**config.mk**
```make
export PLATFORM = sky130hd
export DESIGN_NAME = sdcmd_engine
export DESIGN_NICKNAME = d
export VERILOG_FILES = /design/src/rtl/sdcmd_pkg.sv /design/src/rtl/sdcmd_dp.sv /design/src/rtl/sdcmd_ctrl.sv /design/src/rtl/sdcmd_engine.sv
export SDC_FILE = /design/constraint.sdc
export NUM_CORES = 1
export LEC_CHECK = 0
export ABC_AREA = 0
export BUFFER_PORTS_ARGS = -buffer_cell sky130_fd_sc_hd__buf_4
export CORE_MARGIN = 5
export CORE_UTILIZATION = 40
export DETAILED_ROUTE_END_ITERATION = 16
export HOLD_SLACK_MARGIN = 0.03
export RECOVER_POWER = 25
export SLEW_MARGIN = 0
export SYNTH_ARGS = -nofsm -noshare
export SYNTH_HDL_FRONTEND = slang
export SYNTH_SLANG_ARGS = --single-unit
export TNS_END_PERCENT = 5
```
**constraint.sdc**
```tcl
create_clock -name clk -period 4.5 [get_ports clk]
set_clock_uncertainty 0.05 [all_clocks]
set_input_delay 0.9 -clock clk [delete_from_list [all_inputs] [get_ports clk]]
set_output_delay 0.9 -clock clk [all_outputs]
set_load 0.03 [all_outputs]
```
**src/rtl/sdcmd_pkg.sv**
```systemverilog
package sdcmd_pkg;

  localparam int CMD_W       = 6;
  localparam int ARG_W       = 32;
  localparam int BYTE_W      = 8;
  localparam int FRAME_BYTES = 6;
  localparam int FRAME_W     = FRAME_BYTES * BYTE_W;
  localparam logic [BYTE_W-1:0] IDLE_BYTE = 8'hFF;
  localparam logic [1:0]        START_BITS = 2'b01;

  typedef enum logic [2:0] {
    ST_IDLE,
    ST_LEAD,
    ST_FRAME,
    ST_POLL,
    ST_TRAIL,
    ST_TAIL,
    ST_FIN
  } sdcmd_state_e;

  // Strobes from control to datapath
  typedef struct packed {
    logic loadReq;
    logic sendFrame;
    logic frameShift;
    logic pollInc;
    logic capResp;
    logic capTrail;
    logic markTimeout;
  } sdcmd_strobe_t;

endpackage

```
**src/rtl/sdcmd_dp.sv**
```systemverilog
module sdcmd_dp
  import sdcmd_pkg::*;
#(
  parameter int POLL_LIMIT = 5000,
  parameter int TRAIL_MAX  = 4,
  localparam int POLL_W    = $clog2(POLL_LIMIT + 1),
  localparam int CNT_W     = $clog2(TRAIL_MAX + 1),
  localparam int TRAIL_W   = TRAIL_MAX * BYTE_W
) (
  input  logic                clk,
  input  logic                rst_n,
  input  sdcmd_strobe_t       stb,
  input  logic [CMD_W-1:0]    cmdIndex,
  input  logic [ARG_W-1:0]    cmdArg,
  input  logic [BYTE_W-1:0]   cmdCrc,
  input  logic [CNT_W-1:0]    extraCnt,
  input  logic [BYTE_W-1:0]   spiRx,
  output logic [BYTE_W-1:0]   txByte,
  output logic                rxHasResp,
  output logic                pollLast,
  output logic                trailAny,
  output logic                trailLast,
  output logic [BYTE_W-1:0]   respByte,
  output logic [TRAIL_W-1:0]  trailWord,
  output logic                timedOut
);

  logic [FRAME_W-1:0] frameSr;
  logic [POLL_W-1:0]  pollCnt;
  logic [CNT_W-1:0]   trailNeed;
  logic [CNT_W-1:0]   trailCnt;
  logic [CNT_W-1:0]   extraClamped;

  assign extraClamped = (extraCnt > CNT_W'(TRAIL_MAX)) ? CNT_W'(TRAIL_MAX) : extraCnt;

  assign txByte    = stb.sendFrame ? frameSr[FRAME_W-1 -: BYTE_W] : IDLE_BYTE;
  assign rxHasResp = ~spiRx[BYTE_W-1];
  assign pollLast  = (pollCnt == POLL_W'(POLL_LIMIT - 1));
  assign trailAny  = (trailNeed != '0);
  assign trailLast = (trailCnt == trailNeed - CNT_W'(1));

  always_ff @(posedge clk or negedge rst_n) begin
    if (!rst_n) begin
      frameSr <= '0;
    end else if (stb.loadReq) begin
      frameSr <= {START_BITS, cmdIndex, cmdArg, cmdCrc};
    end else if (stb.frameShift) begin
      frameSr <= {frameSr[FRAME_W-BYTE_W-1:0], IDLE_BYTE};
    end
  end

  always_ff @(posedge clk or negedge rst_n) begin
    if (!rst_n) begin
      pollCnt <= '0;
    end else if (stb.loadReq) begin
      pollCnt <= '0;
    end else if (stb.pollInc) begin
      pollCnt <= pollCnt + POLL_W'(1);
    end
  end

  always_ff @(posedge clk or negedge rst_n) begin
    if (!rst_n) begin
      trailNeed <= '0;
      trailCnt  <= '0;
      trailWord <= '0;
    end else if (stb.loadReq) begin
      trailNeed <= extraClamped;
      trailCnt  <= '0;
      trailWord <= '0;
    end else if (stb.capTrail) begin
      trailCnt  <= trailCnt + CNT_W'(1);
      trailWord <= {trailWord[TRAIL_W-BYTE_W-1:0], spiRx};
    end
  end

  always_ff @(posedge clk or negedge rst_n) begin
    if (!rst_n) begin
      respByte <= IDLE_BYTE;
      timedOut <= 1'b0;
    end else if (stb.loadReq) begin
      respByte <= IDLE_BYTE;
      timedOut <= 1'b0;
    end else if (stb.capResp) begin
      respByte <= spiRx;
    end else if (stb.markTimeout) begin
      respByte <= IDLE_BYTE;
      timedOut <= 1'b1;
    end
  end

  // polling never runs past the limit
  a_r5_poll_bound: assert property (@(posedge clk) disable iff (!rst_n)
    stb.pollInc |-> (pollCnt < POLL_W'(POLL_LIMIT - 1)));

  // no more reply bytes than requested
  a_r8_trail_bound: assert property (@(posedge clk) disable iff (!rst_n)
    stb.capTrail |-> (trailCnt < trailNeed));

endmodule

```
**src/rtl/sdcmd_ctrl.sv**
```systemverilog
module sdcmd_ctrl
  import sdcmd_pkg::*;
(
  input  logic          clk,
  input  logic          rst_n,
  input  logic          cmdValid,
  input  logic          keepSel,
  input  logic          spiDone,
  input  logic          rxHasResp,
  input  logic          pollLast,
  input  logic          trailAny,
  input  logic          trailLast,
  output sdcmd_strobe_t stb,
  output logic          spiStart,
  output logic          csN,
  output logic          busy,
  output logic          done
);

  localparam int BC_W = $clog2(FRAME_BYTES);
  localparam logic [BC_W-1:0] LAST_BYTE = BC_W'(FRAME_BYTES - 1);

  sdcmd_state_e state, nextState;
  logic            pending;
  logic            keepReg;
  logic            csNReg, nextCs;
  logic [BC_W-1:0] byteCnt, nextByte;
  logic            xferState;
  logic            xferEnd;

  assign xferState = (state == ST_LEAD) || (state == ST_FRAME) || (state == ST_POLL) ||
                     (state == ST_TRAIL) || (state == ST_TAIL);
  assign spiStart  = xferState && !pending;
  assign xferEnd   = pending && spiDone;
  assign csN       = csNReg;
  assign busy      = (state != ST_IDLE);
  assign done      = (state == ST_FIN);

  always_comb begin
    stb       = '0;
    nextState = state;
    nextCs    = csNReg;
    nextByte  = byteCnt;
    case (state)
      ST_IDLE: begin
        if (cmdValid) begin
          stb.loadReq = 1'b1;
          nextState   = ST_LEAD;
          nextCs      = 1'b0;
        end
      end
      ST_LEAD: begin
        if (xferEnd) begin
          nextState = ST_FRAME;
          nextByte  = '0;
        end
      end
      ST_FRAME: begin
        stb.sendFrame = 1'b1;
        if (xferEnd) begin
          stb.frameShift = 1'b1;
          if (byteCnt == LAST_BYTE) begin
            nextState = ST_POLL;
          end else begin
            nextByte = byteCnt + BC_W'(1);
          end
        end
      end
      ST_POLL: begin
        if (xferEnd) begin
          if (rxHasResp) begin
            stb.capResp = 1'b1;
            if (trailAny) begin
              nextState = ST_TRAIL;
            end else if (keepReg) begin
              nextState = ST_FIN;
            end else begin
              nextState = ST_TAIL;
              nextCs    = 1'b1;
            end
          end else if (pollLast) begin
            stb.markTimeout = 1'b1;
            nextState       = ST_TAIL;
            nextCs          = 1'b1;
          end else begin
            stb.pollInc = 1'b1;
          end
        end
      end
      ST_TRAIL: begin
        if (xferEnd) begin
          stb.capTrail = 1'b1;
          if (trailLast) begin
            if (keepReg) begin
              nextState = ST_FIN;
            end else begin
              nextState = ST_TAIL;
              nextCs    = 1'b1;
            end
          end
        end
      end
      ST_TAIL: begin
        if (xferEnd) nextState = ST_FIN;
      end
      ST_FIN: begin
        nextState = ST_IDLE;
      end
      default: begin
        nextState = ST_IDLE;
      end
    endcase
  end

  always_ff @(posedge clk or negedge rst_n) begin
    if (!rst_n) begin
      state   <= ST_IDLE;
      pending <= 1'b0;
      keepReg <= 1'b0;
      csNReg  <= 1'b1;
      byteCnt <= '0;
    end else begin
      state   <= nextState;
      csNReg  <= nextCs;
      byteCnt <= nextByte;
      if (spiStart)     pending <= 1'b1;
      else if (xferEnd) pending <= 1'b0;
      if (stb.loadReq)  keepReg <= keepSel;
    end
  end

  // end-of-command marker lasts one cycle
  a_r6_done_pulse: assert property (@(posedge clk) disable iff (!rst_n)
    done |=> !done);

  // one request per byte transfer
  a_r6_single_start: assert property (@(posedge clk) disable iff (!rst_n)
    spiStart |=> !spiStart);

  // a started command stays busy until its done cycle
  a_r9_hold_busy: assert property (@(posedge clk) disable iff (!rst_n)
    (busy && !done) |=> busy);

  // card selected for every transfer except the release byte
  a_r3_cs_low: assert property (@(posedge clk) disable iff (!rst_n)
    (spiStart && state != ST_TAIL) |-> !csN);

  // release byte goes out with the card deselected
  a_r6_tail_release: assert property (@(posedge clk) disable iff (!rst_n)
    (spiStart && state == ST_TAIL) |-> csN);

endmodule

```
**src/rtl/sdcmd_engine.sv**
```systemverilog
module sdcmd_engine
  import sdcmd_pkg::*;
#(
  parameter int POLL_LIMIT = 5000,
  parameter int TRAIL_MAX  = 4,
  localparam int CNT_W     = $clog2(TRAIL_MAX + 1),
  localparam int TRAIL_W   = TRAIL_MAX * BYTE_W
) (
  input  logic               clk,
  input  logic               rst_n,
  input  logic               cmdValid,
  input  logic [CMD_W-1:0]   cmdIndex,
  input  logic [ARG_W-1:0]   cmdArg,
  input  logic [BYTE_W-1:0]  cmdCrc,
  input  logic               keepSel,
  input  logic [CNT_W-1:0]   extraCnt,
  output logic               busy,
  output logic               done,
  output logic [BYTE_W-1:0]  respByte,
  output logic [TRAIL_W-1:0] trailWord,
  output logic               timedOut,
  output logic               csN,
  output logic               spiStart,
  output logic [BYTE_W-1:0]  spiTx,
  input  logic               spiDone,
  input  logic [BYTE_W-1:0]  spiRx
);

  sdcmd_strobe_t stb;
  logic rxHasResp, pollLast, trailAny, trailLast;

  sdcmd_ctrl u_ctrl (
    .clk       (clk),
    .rst_n     (rst_n),
    .cmdValid  (cmdValid),
    .keepSel   (keepSel),
    .spiDone   (spiDone),
    .rxHasResp (rxHasResp),
    .pollLast  (pollLast),
    .trailAny  (trailAny),
    .trailLast (trailLast),
    .stb       (stb),
    .spiStart  (spiStart),
    .csN       (csN),
    .busy      (busy),
    .done      (done)
  );

  sdcmd_dp #(
    .POLL_LIMIT (POLL_LIMIT),
    .TRAIL_MAX  (TRAIL_MAX)
  ) u_dp (
    .clk       (clk),
    .rst_n     (rst_n),
    .stb       (stb),
    .cmdIndex  (cmdIndex),
    .cmdArg    (cmdArg),
    .cmdCrc    (cmdCrc),
    .extraCnt  (extraCnt),
    .spiRx     (spiRx),
    .txByte    (spiTx),
    .rxHasResp (rxHasResp),
    .pollLast  (pollLast),
    .trailAny  (trailAny),
    .trailLast (trailLast),
    .respByte  (respByte),
    .trailWord (trailWord),
    .timedOut  (timedOut)
  );

  // a timed-out command always ends deselected
  a_r5_timeout_release: assert property (@(posedge clk) disable iff (!rst_n)
    (done && timedOut) |-> csN);

  // a reported response always has its top bit clear
  a_r4_resp_msb: assert property (@(posedge clk) disable iff (!rst_n)
    (done && !timedOut) |-> !respByte[BYTE_W-1]);

endmodule

```
==> metrics.yaml, run 1 <==
status: "finished, violations left"
violations: "capacitance limit, slew limit"
syn2layout_area_growth_pct: 31.54
worst_slew_pin_slew_ps: 1946
seq_power_share_pct: 37.1
finalPower_mw: 4.427
period_needed_ps: 2791
cts-htree-levels: 4
placed_cells: 748
crit_arrival_ps: 3030
gp_congestion: 0.8648
synth-seq-area-share_pct: 57.47
required_ps: 4740
start_util_pct: 40.69
reg2reg_from: "u_ctrl.state[1]"
grtUsageMet2_pct: 26.24
tns_ps: 0
ctsResizeCount: 0
synth_area_leaders: "dfrtp_1 (53%), nand2_1 (7.0%), a22o_1 (5.8%)"
pwr-share-clk_pct: 31.1
cts-root-buf: "clkbuf_16"
hp-class: "reg2reg"
clockBufferDepth: 2
ioPinCount: 115
synth_cells: 485
finalWorstSetupSlack_ps: 1709
dieArea_sq_mm: 0.01515
postCtsHoldBufs: 0
cts_num_sinks: 117
switchingPower_mw: 1.541
die_h_microns: 123.1
grt_max_degree: 79
irDropWorstVdd_mv: 0.3124
synth-async-reset-ratio_pct: 100.0
cts_tree: "done"
grt_pass1_vias: 3922
max_freq_ghz: 0.3583
synth_top_area_share_pct: 52.85
p_comb_share_pct: 31.8
final_area_sq_mm: 0.006726
fillers: 1130
cp-end-kind: "flop"
place_area_sq_mm: 0.006116
first_pass_iters: 4
synth.most_common_cell: "dfrtp_1"
grt_pass1_wl_microns: 20270
met1_usage_pct: 22.66
fin_util_pct: 53.52
clk-insertion-delay-late_ps: 400
layout.nets: 663
ys_warn_count: 0
syn_area_sq_mm: 0.005114
startpoint_type: "flop"
avgViaCountPerCell: 5.155
antenna_cells: 0
cts_setup_buffers: 0
track_usage_pct: 17.42
core-area_sq_mm: 0.01257
cts_buffers: 17
layout-drive-gt1-share_pct: 28.29
dp_slack_ps: 1696
antenna_found_initial: 0
pwr_density_cell_mw_per_mm2: 658.1
ant_nets: 0
hold_viol: 0
synth_edf_count: 0
cellInternalPower_mw: 2.886
top_usage_layer: "met2"
worstSetupStartpoint: "u_ctrl.state[1]"
switching_share_pct: 34.81
netlist.top_cell.by_area: "dfrtp_1"
rows: 41
dp_hpwl_microns: 8798
wire_per_inst_microns: 16.35
regArea_sq_mm: 0.002939
avgSynthCellArea_sq_um: 10.54
maxSlewHeadroom_pct: -29.73
synth_seq_cells: 117
fp.dieW_microns: 123.1
yosysUniqueCellTypes: 50
grt_overflow_total: 0
synth_nets: 553
setup_violations: 0
multi_input_area_sq_mm: 0.002012
wl_microns: 12760
yosys-top-cells-count: "dfrtp_1 (108), nand2_1 (95), a22oi_1 (38), nor2_1 (36), a22o_1 (34)"
hold_path_startpoint: "u_dp.respByte[7]"
drcViolationCount: 0
drtIter0Drc: 253
timing.hold.ws_ps: 412.9
clk_pin_slew_worst_paths_ps: 50
path_max_fanout: 39
fin_crit_sh_pct: 62.02
layoutNonFillerInstCount: 780
drv_cap: 1
grt_use_met3_pct: 7.960
vias: 4021
port_buffers: 114
rsz0062_at_grt: "false"
synthFlopType: "dfrtp_1"
power_leakage_nw: 3.248
drv_slew: 79
path_class: "reg2reg"
## cell families after synthesis
group | after synthesis | share of synthesized area (%)
AND/OR/NAND/NOR | 190 | 17.45
flip-flops | 117 | 57.47
AO/OA/AOI/OAI | 112 | 16.64
buffers and inverters | 40 | 3.401
XOR/XNOR | 16 | 2.740
adder cells (fa/ha/maj) | 6 | 1.468
multiplexers | 4 | 0.8319
## final timing paths
check	end	slack, ps	depth (start not counted)
max in group asynchronous	u_ctrl.csN	2150	2
hold reg to reg	u_dp.respByte[7]	410	2
setup / recovery	u_dp.frameSr[47]	1710	6
setup reg to reg	u_dp.frameSr[47]	1710	6
min in group asynchronous	u_dp.pollCnt[11]	960	1
hold / removal	u_dp.respByte[7]	410	2
## layer usage
| layer | wire length, microns | vias up |
|---|---|---|
| li1 | - | 1925 |
| met1 | 5558 | 1984 |
| met2 | 6189 | 104 |
| met3 | 909 | 8 |
| met4 | 98 | 0 |
| met5 | 0 | - |
## cell type report
type	count	share of cell area, %
clock buffers	24	7.310
well taps	172	3.199
repair buffers	122	13.58
clock inverters	8	1.804
multi-input cells	328	29.91
inverters	9	0.5022
flip-flops and latches	117	43.69
## registers in the layout, summed over array words and instances, names as in the netlist, 3 cells and up
| signal | cells |
|---|---|
| u_dp.frameSr | 48 |
| u_dp.trailNeed | 3 |
| u_ctrl.byteCnt | 3 |
| u_dp.pollCnt | 13 |
| u_dp.trailCnt | 3 |
| u_dp.respByte | 8 |
| u_ctrl.state | 3 |
| u_dp.trailWord | 32 |
## power groups by stage
stage / combinational, mW / clock [mW] / sequential, mW
2_1_floorplan: 0.889 / 0 / 1.70
3_3_place_gp: 1.39 / 0 / 1.65
3_5_place_dp: 1.42 / 0 / 1.66
4_1_cts: 1.42 / 1.41 / 1.64
5_1_grt: 1.56 / 1.46 / 1.69
6_report: 1.41 / 1.38 / 1.64
## worst max-delay path: stages, from the launching register on
cell and delay, ps:
dfrtp_1 530, nor3_1 390, and2_2 690, buf_4 420, nor2_2 70, buf_4 270, a22o_1 220
## placed cells by master (no fill, tap or decap), drive strengths merged, types with 2 or more instances in the layout
master	instances
buf	121
dfrtp	108
nand2	95
a22oi	38
nor2	37
a22o	34
clkbuf	25
a21oi	11
xnor2	11
nand2b	10
inv	9
o22a	9
o21ai	9
dfstp	9
nor3	8
nand3	8
nor2b	6
ha	6
nor4	6
xor2	5
nand3b	5
clkinv	4
bufinv	3
nor3b	3
o22ai	3
and3	2
mux2i	2
o41ai	2
nand4	2
mux2	2
Power figures use the tool's default switching activity.
==> run 2: changes to the inputs <==
clock period = 2.3 ns   (was 4.5 ns; I/O delays follow)
==> run 2 against run 1 <==
The run now ends clean. First-iteration DRC count down 1.6%. Total power up 98%. Worst hold slack worse by 220 ps. Worst setup slack worse by 1600 ps. Final area up 1.4%. Sequential share of layout area down 0.61 points. Sequential power up 91%. Via count up 0.62%. Critical path type is now reg2out. Largest power group unchanged.
==> metrics.yaml, run 2 (same netlist as run 1, synthesis figures left out) <==
status: "finished clean"
maxSlewHeadroom_pct: 27.67
dieArea_sq_mm: 0.01515
drv_cap: 0
switching_share_pct: 35.09
path_max_fanout: 13
die_h_microns: 123.1
setup_violations: 0
port_buffers: 114
dp_hpwl_microns: 8980
grt_overflow_total: 0
p_comb_share_pct: 33.4
grt_max_degree: 42
cts_tree: "done"
fillers: 1128
seq_power_share_pct: 35.9
gp_congestion: 0.8171
clk_pin_slew_worst_paths_ps: 50
crit_arrival_ps: 1650
layout.nets: 674
cts-htree-levels: 4
rsz0062_at_grt: "false"
cts-root-buf: "clkbuf_16"
wl_microns: 13020
largestRegisters: "u_dp.frameSr: 48 flops, u_dp.trailWord: 32 flops, u_dp.pollCnt: 13 flops"
finalWorstSetupSlack_ps: 137.8
cts_setup_buffers: 0
cts_buffers: 17
hp-class: "in2reg"
power_leakage_nw: 3.299
tns_ps: 0
timing.hold.ws_ps: 194.8
first_pass_iters: 4
cts_num_sinks: 117
grt_pass1_wl_microns: 21040
rows: 41
max_freq_ghz: 0.4625
worst_slew_pin_slew_ps: 1085
fin_crit_sh_pct: 94.01
clk-insertion-delay-late_ps: 410
required_ps: 1790
drcViolationCount: 0
cp_slowest_cell: "dfrtp_1"
pwr_density_cell_mw_per_mm2: 1283
layout.cells.most_common: "buf_4"
top_register: "u_dp.frameSr"
pwr-share-clk_pct: 30.8
vias: 4046
period_needed_ps: 2162
slowest_delay_ps: 370
cp_cell_sequence: "buf_4 -> nor3b_2 -> buf_4 -> nand2b_1 -> buf_4"
layout-drive-gt1-share_pct: 29.56
antenna_found_initial: 0
core-area_sq_mm: 0.01257
fin_util_pct: 54.28
hold_viol: 0
dp_slack_ps: 165.5
clockBufferDepth: 2
finalPower_mw: 8.753
ioPinCount: 115
irDropWorstVdd_mv: 0.5784
antenna_cells: 0
wire_per_inst_microns: 16.47
avgViaCountPerCell: 5.115
path_class: "reg2out"
layout_common_cells: "buf_4 (130), dfrtp_1 (108), nand2_1 (95)"
track_usage_pct: 17.94
drtIter0Drc: 249
cellInternalPower_mw: 5.682
fp.dieW_microns: 123.1
drv_slew: 0
start_util_pct: 40.69
cp-end-kind: "output pin"
switchingPower_mw: 3.071
largest_register_ffs: 48
startpoint_type: "flop"
ant_nets: 0
grt_pass1_vias: 4135
syn2layout_area_growth_pct: 33.40
path_common_cell: "buf_4"
==> run 2: layout make-up <==
| cell class | count | area (sq um) | area share (%) |
|---|---|---|---|
| clock buffer | 23 | 478.0 | 7.007 |
| tap | 172 | 215.2 | 3.155 |
| multi-input combinational | 328 | 2019 | 29.60 |
| inverter | 9 | 33.78 | 0.4952 |
| clock inverter | 9 | 125.1 | 1.834 |
| sequential | 117 | 2939 | 43.09 |
| timing repair buffer | 133 | 1011 | 14.82 |
==> run 2: metrics by stage <==
step,cells,cell area [sq um]
2_1_floorplan,485,5114
3_3_place_gp,758,6203
3_5_place_dp,758,6203
4_1_cts,791,6817
5_1_grt,791,6822
6_report,791,6822
==> run 2: worst max-delay path, delay by kind of cell (launching register included) <==
family                 cells  cell delay (ps)
buffers and inverters      3              580
DFF                        1              370
and+or+nand+nor            2              300
==> run 2: path summary, 6_finish.rpt <==
check,cells past startpoint,slack [ps],end,startpoint
hold / removal,3,190,u_ctrl.keepReg,keepSel
setup / recovery,5,140,spiTx[7],u_ctrl.state[2]
min in group asynchronous,2,730,u_dp.pollCnt[8],rst_n
max in group asynchronous,3,560,u_dp.respByte[0],rst_n
setup reg to reg,5,150,u_ctrl.csN,u_dp.pollCnt[5]
hold reg to reg,2,410,u_dp.respByte[7],u_dp.respByte[7]
==> run 2: routing by layer <==
metal / track usage [%] / wire [microns] / part of all wire [%]
met1: 23.12 / 5518 / 42
met3: 6.816 / 830 / 6.4
met2: 28.12 / 6524 / 50
met4: 5.606 / 151 / 1.2
met5: 0 / 0 / 0
==> run 2: repair_timing <==
| action | 4_1_cts | 5_1_grt |
|---|---|---|
| hold buffers | 1 | 0 |
| gates resized for setup | 0 | 1 |
| endpoints found under the hold margin | 37 | 0 |
| endpoints found under the setup margin | 0 | 2 |
==> run 2: power by group through the flow <==
stage / sequential (mW) / clock (mW) / combinational (mW)
4_1_cts: 3.14 / 2.75 / 2.96
3_3_place_gp: 3.15 / 0 / 2.89
2_1_floorplan: 3.33 / 0 / 1.74
6_report: 3.14 / 2.69 / 2.92
5_1_grt: 3.22 / 2.85 / 3.23
3_5_place_dp: 3.17 / 0 / 2.94
